`config.mk`:
```
export PLATFORM = sky130hd
export DESIGN_NAME = xirq_ctrl
export DESIGN_NICKNAME = d
export VERILOG_FILES = /design/src/rtl/xirq_pkg.sv /design/src/rtl/xirq_sync.sv /design/src/rtl/xirq_detect.sv /design/src/rtl/xirq_regs.sv /design/src/rtl/xirq_arbiter.sv /design/src/rtl/xirq_ctrl.sv
export SDC_FILE = /design/constraint.sdc
export NUM_CORES = 1
export LEC_CHECK = 0
export BUFFER_PORTS_ARGS = -buffer_cell sky130_fd_sc_hd__buf_2
export CAP_MARGIN = 20
export CORE_UTILIZATION = 27
export DETAILED_ROUTE_END_ITERATION = 12
export HOLD_SLACK_MARGIN = 0.02
export PLACE_DENSITY_LB_ADDON = 0.15
export SYNTH_ARGS = -nofsm -noshare
export SYNTH_HDL_FRONTEND = slang
export SYNTH_SLANG_ARGS = --single-unit
```
`constraint.sdc`:
```
create_clock -name clk -period 1.75 [get_ports clk]
set_input_delay 0.175 -clock clk [delete_from_list [all_inputs] [get_ports clk]]
set_output_delay 0.175 -clock clk [all_outputs]
set_load 0.01 [all_outputs]
```
`src/rtl/xirq_pkg.sv`:
```
// Package: shared constants for the external interrupt request controller.
// Assumes: vectors fit in eight bits.
package xirq_pkg;
    localparam int unsigned NUM_IRQ      = 6;
    localparam int unsigned DATA_W       = 8;
    localparam int unsigned VEC_W        = 8;
    localparam int unsigned VEC_NMI      = 7;
    localparam int unsigned VEC_IRQ_BASE = 12;

    typedef enum logic {
        SEL_ENABLE = 1'b0,
        SEL_SENSE  = 1'b1
    } reg_sel_e;
endpackage

```
`src/rtl/xirq_sync.sv`:
```
// Module: two-stage pin synchroniser.
// Stage one samples the raw pins on the falling clock edge; stage two
// retimes them to the rising edge. Output is active-high request.
// Assumes: pins are idle high (active-low requests).
module xirq_sync #(
    parameter int unsigned W = 6
) (
    input  logic         clk,
    input  logic         rst_n,
    input  logic [W-1:0] pin_n_i,
    output logic [W-1:0] req_o
);
    logic [W-1:0] stage1_q;
    logic [W-1:0] stage2_q;

    // Capture raw pins at the falling clock edge.
    always_ff @(negedge clk) begin
        if (!rst_n) stage1_q <= '1;
        else        stage1_q <= pin_n_i;
    end

    // Retime to the rising edge.
    always_ff @(posedge clk) begin
        if (!rst_n) stage2_q <= '1;
        else        stage2_q <= stage1_q;
    end

    assign req_o = ~stage2_q;
endmodule

```
`src/rtl/xirq_detect.sv`:
```
// Module: per-line level / falling-edge detection with edge latches.
// In edge mode a latch is set on a new request and cleared by clr_i;
// a new edge wins over a clear in the same cycle. In level mode the
// synchronised request passes straight through and the latch is held clear.
// Assumes: req_i is already synchronised.
module xirq_detect #(
    parameter int unsigned N = 6
) (
    input  logic         clk,
    input  logic         rst_n,
    input  logic [N-1:0] req_i,
    input  logic [N-1:0] edge_mode_i,
    input  logic [N-1:0] clr_i,
    output logic [N-1:0] pend_o
);
    logic [N-1:0] prev_q;
    logic [N-1:0] latch_q;

    // Remember last request level for transition detection.
    always_ff @(posedge clk) begin
        if (!rst_n) prev_q <= '0;
        else        prev_q <= req_i;
    end

    for (genvar g = 0; g < N; g++) begin : g_line
        logic fall;
        assign fall = req_i[g] & ~prev_q[g];

        // Hold an edge request until acknowledged.
        always_ff @(posedge clk) begin
            if (!rst_n)               latch_q[g] <= 1'b0;
            else if (!edge_mode_i[g]) latch_q[g] <= 1'b0;
            else if (fall)            latch_q[g] <= 1'b1;
            else if (clr_i[g])        latch_q[g] <= 1'b0;
        end

        assign pend_o[g] = edge_mode_i[g] ? latch_q[g] : req_i[g];
    end
endmodule

```
`src/rtl/xirq_regs.sv`:
```
// Module: enable and sense registers with a write/read port.
// Assumes: one write per strobe cycle; unused data bits are dropped.
module xirq_regs #(
    parameter int unsigned N      = 6,
    parameter int unsigned DATA_W = 8
) (
    input  logic              clk,
    input  logic              rst_n,
    input  logic              wr_i,
    input  logic              sel_i,
    input  logic [DATA_W-1:0] wdata_i,
    output logic [DATA_W-1:0] rdata_o,
    output logic [N-1:0]      en_o,
    output logic [N-1:0]      sense_o
);
    import xirq_pkg::*;

    logic [N-1:0] en_q;
    logic [N-1:0] sense_q;

    // Register writes, both cleared by reset.
    always_ff @(posedge clk) begin
        if (!rst_n) begin
            en_q    <= '0;
            sense_q <= '0;
        end else if (wr_i) begin
            if (sel_i == SEL_ENABLE) en_q    <= wdata_i[N-1:0];
            else                     sense_q <= wdata_i[N-1:0];
        end
    end

    // Read mux, upper bits zero.
    always_comb begin
        rdata_o        = '0;
        rdata_o[N-1:0] = (sel_i == SEL_SENSE) ? sense_q : en_q;
    end

    assign en_o    = en_q;
    assign sense_o = sense_q;
endmodule

```
`src/rtl/xirq_arbiter.sv`:
```
// Module: masking and fixed-priority selection with vector encoding.
// Priority: non-maskable first, then line 0 to line N-1.
// grant_o bit 0 is the non-maskable line, bit i+1 is line i.
module xirq_arbiter #(
    parameter int unsigned N        = 6,
    parameter int unsigned VEC_W    = 8,
    parameter int unsigned VEC_NMI  = 7,
    parameter int unsigned VEC_BASE = 12
) (
    input  logic             nmi_pend_i,
    input  logic [N-1:0]     irq_pend_i,
    input  logic [N-1:0]     en_i,
    input  logic             mask_i,
    output logic             req_o,
    output logic [VEC_W-1:0] vec_o,
    output logic [N:0]       grant_o
);
    logic [N-1:0] cand;

    assign cand = irq_pend_i & en_i & {N{~mask_i}};

    // Pick the winner; lower index overrides higher, NMI overrides all.
    always_comb begin
        req_o   = 1'b0;
        vec_o   = '0;
        grant_o = '0;
        for (int i = N - 1; i >= 0; i--) begin
            if (cand[i]) begin
                req_o        = 1'b1;
                vec_o        = VEC_W'(VEC_BASE + i);
                grant_o      = '0;
                grant_o[i+1] = 1'b1;
            end
        end
        if (nmi_pend_i) begin
            req_o      = 1'b1;
            vec_o      = VEC_W'(VEC_NMI);
            grant_o    = '0;
            grant_o[0] = 1'b1;
        end
    end
endmodule

```
`src/rtl/xirq_ctrl.sv`:
```
// Module: external interrupt request controller top.
// Synchronises pins, detects level/edge requests, applies enables and the
// global mask, and presents one request with a vector to the CPU.
// Assumes: ack_i is a one-cycle pulse aimed at the presented request.
module xirq_ctrl #(
    parameter int unsigned NUM_IRQ      = xirq_pkg::NUM_IRQ,
    parameter int unsigned DATA_W       = xirq_pkg::DATA_W,
    parameter int unsigned VEC_W        = xirq_pkg::VEC_W,
    parameter int unsigned VEC_NMI      = xirq_pkg::VEC_NMI,
    parameter int unsigned VEC_IRQ_BASE = xirq_pkg::VEC_IRQ_BASE
) (
    input  logic               clk,
    input  logic               rst_n,
    input  logic [NUM_IRQ-1:0] irq_n_i,
    input  logic               nmi_n_i,
    input  logic               mask_i,
    input  logic               reg_wr_i,
    input  logic               reg_sel_i,
    input  logic [DATA_W-1:0]  reg_wdata_i,
    output logic [DATA_W-1:0]  reg_rdata_o,
    output logic               req_o,
    output logic [VEC_W-1:0]   vec_o,
    input  logic               ack_i
);
    localparam int unsigned PINS = NUM_IRQ + 1;

    logic [PINS-1:0]    pin_req;
    logic [NUM_IRQ-1:0] en_q;
    logic [NUM_IRQ-1:0] sense_q;
    logic [NUM_IRQ-1:0] irq_pend;
    logic               nmi_pend;
    logic [NUM_IRQ:0]   grant;
    logic [NUM_IRQ:0]   clr;

    xirq_sync #(.W(PINS)) u_sync (
        .clk     (clk),
        .rst_n   (rst_n),
        .pin_n_i ({irq_n_i, nmi_n_i}),
        .req_o   (pin_req)
    );

    xirq_regs #(.N(NUM_IRQ), .DATA_W(DATA_W)) u_regs (
        .clk     (clk),
        .rst_n   (rst_n),
        .wr_i    (reg_wr_i),
        .sel_i   (reg_sel_i),
        .wdata_i (reg_wdata_i),
        .rdata_o (reg_rdata_o),
        .en_o    (en_q),
        .sense_o (sense_q)
    );

    // Acknowledge clears only the line currently granted.
    assign clr = grant & {(NUM_IRQ + 1){ack_i & req_o}};

    xirq_detect #(.N(NUM_IRQ)) u_det_irq (
        .clk         (clk),
        .rst_n       (rst_n),
        .req_i       (pin_req[PINS-1:1]),
        .edge_mode_i (sense_q),
        .clr_i       (clr[NUM_IRQ:1]),
        .pend_o      (irq_pend)
    );

    xirq_detect #(.N(1)) u_det_nmi (
        .clk         (clk),
        .rst_n       (rst_n),
        .req_i       (pin_req[0]),
        .edge_mode_i (1'b1),
        .clr_i       (clr[0]),
        .pend_o      (nmi_pend)
    );

    xirq_arbiter #(
        .N(NUM_IRQ), .VEC_W(VEC_W), .VEC_NMI(VEC_NMI), .VEC_BASE(VEC_IRQ_BASE)
    ) u_arb (
        .nmi_pend_i (nmi_pend),
        .irq_pend_i (irq_pend),
        .en_i       (en_q),
        .mask_i     (mask_i),
        .req_o      (req_o),
        .vec_o      (vec_o),
        .grant_o    (grant)
    );
endmodule

```
==> metrics.md <==
| Metric | Value |
|---|---|
| Post-Synth XOR/XNOR Area | `0` |
| Drt wl/cell | `10.90 um` |
| Clock insertion delay at the later pin of the skew report | `350 ps` |
| Total die area | `6567 um^2` |
| EDFF count, synth | `0` |
| DP Cell Count | `283` |
| Global Route Usage Sum | `0.1084` |
| Top FF cell, synth | `dfxtp_1` |
| Final Power | `1792 uW` |
| Arrival @ worst endpoint | `1560 ps` |
| RSZ-0062 raised after global routing | `yes` |
| Final hold violations | `0` |
| Worst path buffer plus inverter count | `1` |
| CP required | `1570 ps` |
| Layout cells sized above 1 | `0.3392` |
| CTS Buf Count | `5` |
| Max Fclk | `575.1 MHz` |
| Seq pwr share | `0.540` |
| Tcrit/Tclk final | `0.9937` |
| Int Power | `1327 uW` |
| Slowest cell on crit path | `dfxtp_4` |
| Synth Register Bits | `40` |
| Max-cap violations | `0` |
| Dpl ws | `197.7 ps` |
| Max-slew violation count | `0` |
| Die X | `81.04 um` |
| Layout Cells excl Fill | `302` |
| Sw Share | `0.2597` |
| Vias | `1,264` |
| Pin count of the biggest net entering global routing | `17` |
| Critical Path, Cell by Cell | `and2_4 > o21ai_4 > nand2_2 > or3_4 > nor2_2 > buf_2` |
| Root Buffer Master | `clkbuf_8` |
| Post-synth top area share | `0.4748` |
| Vias in the first global route | `1,105` |
| Gate power share | `0.091` |
| H-Tree Depth | `2` |
| Worst path max stage delay | `360 ps` |
| Switching power | `465.3 uW` |
| Cell Rows | `28` |
| Seq/Total Area, Yosys | `0.4748` |
| Unique cell type count in the Yosys netlist | `34` |
| Drt total wl | `3293 um` |
| Clk buf depth | `2` |
| Multiplexer area fraction after synthesis | `0.07567` |
| Largest family of logic cells by synthesized area | `simple AND/OR/NAND/NOR gates` |
| Vias per cell | `4.185` |
| Mapped cell area | `1687 um^2` |
| Adder-cell share of the synthesized area | `0` |
| Routability cong. | `0.7256` |
| Clock sinks | `40` |
| Status | `finished, final reports clean` |
| Initial Util | `0.2832` |
| Crit end category | `primary output` |
| CTS tree | `yes` |
| Die height | `81.04 um` |
| Hold Crit Class | `in -> reg` |
| Ant diodes | `0` |
| IO buf count | `30` |
| Yosys Warn Count | `0` |
| Router iterations before antenna repair | `6` |
| Clock share of power | `0.370` |
| I/O pin cnt | `38` |
| Top cells by area, synth | `dfxtp_1 (47%), nand2b_1 (5.9%), nor2b_1 (5.9%)` |
| Antenna Nets Post-Route | `0` |
| Syn_area_per_cell | `9.318 um^2` |
| DP HPWL | `2502 um` |
| P&R area growth vs syn | `24.41%` |
| Final min period | `1739 ps` |
| Nature of the critical path startpoint | `flop` |
| Compound-gate portion of the synthesized area | `0.1165` |
| Max FO, Critical Path | `5` |
| Grt total ovfl | `0` |
| Core area | `5956 um^2` |
| First-pass GRT wire length | `5223 um` |
| Pwr dens | `854.0 nW/um^2` |
| Crit path max-delay family | `simple AND/OR/NAND/NOR gates` |
| Async S/R FF share, synth | `0` |
| Post-Synth Simple-Gate Area | `0.2878` |
| Largest area contributor in the netlist | `dfxtp_1` |
| # setup viols final | `0` |
| Top cells by count, synth | `dfxtp_1 (40), nand2_1 (16), nand2b_1 (16), nor2b_1 (16), nand3_1 (12)` |
| Fin Clk Skew | `57.82 ps` |
| Post-layout net count | `247` |
| Kind of critical path | `reg -> out` |
| Initial DRC Count | `33` |
| Peak supply drop | `507.4 uV` |
| Initial antenna violation count | `0` |
| Cell count after synthesis | `181` |
| Leakage power | `0.0008901 uW` |
| Most common cell in the synthesized netlist | `dfxtp_1` |
| DRC | `0` |
| Clock-pin slew on the worst setup and hold paths | `80 ps` |
| Slack of the critical path | `11.06 ps` |
## worst paths after layout
check | startpoint | end | slack [ps] | cells past startpoint
hold reg to reg | u_sync.stage2_q[0] | u_det_nmi.prev_q | 420 | 1
hold / removal | reg_wdata_i[5] | u_regs.sense_o[5] | 150 | 3
setup / recovery | u_regs.sense_o[3] | vec_o[4] | 10 | 6
setup reg to reg | u_sync.stage1_q[5] | u_sync.stage2_q[5] | 310 | 1
## placed cells by master (no fill, tap or decap), types with 3 or more instances in the layout
| cell type | n |
|---|---|
| and2b_1 | 3 |
| dfxtp_2 | 4 |
| dfxtp_1 | 35 |
| buf_4 | 10 |
| conb_1 | 5 |
| and2_4 | 4 |
| buf_2 | 30 |
| inv_1 | 8 |
| o21ai_4 | 3 |
| a21oi_1 | 3 |
| mux2_2 | 6 |
| clkbuf_8 | 5 |
| o21ai_0 | 3 |
| nand2_1 | 16 |
| mux2i_1 | 6 |
| nand3_1 | 12 |
| a21boi_0 | 6 |
| o32ai_1 | 3 |
| nor2_1 | 8 |
| nand2b_1 | 16 |
| nor2b_1 | 15 |
| nor3_1 | 3 |
## cell families after synthesis
kind of cell	Yosys count
compound gates	26
buf+inv	14
simple gates	88
other cells	1
flops	40
mux	12
## power by group through the flow
| stage | clock network, uW | registers (uW) | logic [uW] |
|---|---|---|---|
| after CTS | 690 | 967 | 165 |
| after floorplan | 28.3 | 980 | 111 |
| after global routing | 746 | 972 | 181 |
| final | 663 | 967 | 162 |
| after global placement | 28.3 | 987 | 160 |
| after detailed placement | 28.3 | 987 | 160 |
## sequential cells by signal, summed over array words and instances (netlist names)
name               count
u_sync.stage2_q        7
u_regs.en_o            6
u_regs.sense_o         6
u_det_nmi.prev_q       1
u_sync.stage1_q        7
u_det_irq.latch_q      6
u_det_nmi.latch_q      1
u_det_irq.prev_q       6
## area by class of cell
type / instances / area [um^2]
well taps: 75 / 93.84
inverters: 1 / 3.754
multi-input cells: 131 / 850.8
clock buffers: 5 / 68.82
clock inverters: 10 / 46.29
repair buffers: 40 / 225.2
fillers: 644 / 3857
flip-flops and latches: 40 / 809.5
## worst min-delay path: cells and delay by family
kind	cells	cell delay (ps)
buffers and inverters	1	110
AOI/OAI and AO/OA	1	60
and+or+nand+nor	1	50
## through the flow
step,instance area (um^2),utilization,hold slack [ps],setup TNS (ps)
after floorplan,1702,-,248.0,0
after global placement,1918,0.3221,407.6,0
after detailed placement,1918,0.3221,412.1,0
after CTS,2092,0.3513,148.9,-11.43
after global routing,2098,0.3523,145.9,-158.9
final,2098,0.3523,152.6,0
## timing repair
item / in CTS / in global routing
endpoints found under the setup margin: 6 / 4
setup buffers: 5 / 0
gates resized for setup: 9 / 3
pin swaps: 6 / 1
hold buffers: 0 / 0
## metal layers
| layer | GRT usage | share of wire | up-vias | wire length, um |
|---|---|---|---|---|
| li1 | - | - | 679 | - |
| met1 | 0.1432 | 0.52 | 549 | 1713 |
| met2 | 0.1580 | 0.41 | 32 | 1344 |
| met3 | 0.03371 | 0.058 | 4 | 192 |
| met4 | 0.05357 | 0.013 | 0 | 43 |
| met5 | 0 | 0 | - | 0 |
(Power assumes the default switching activity.)
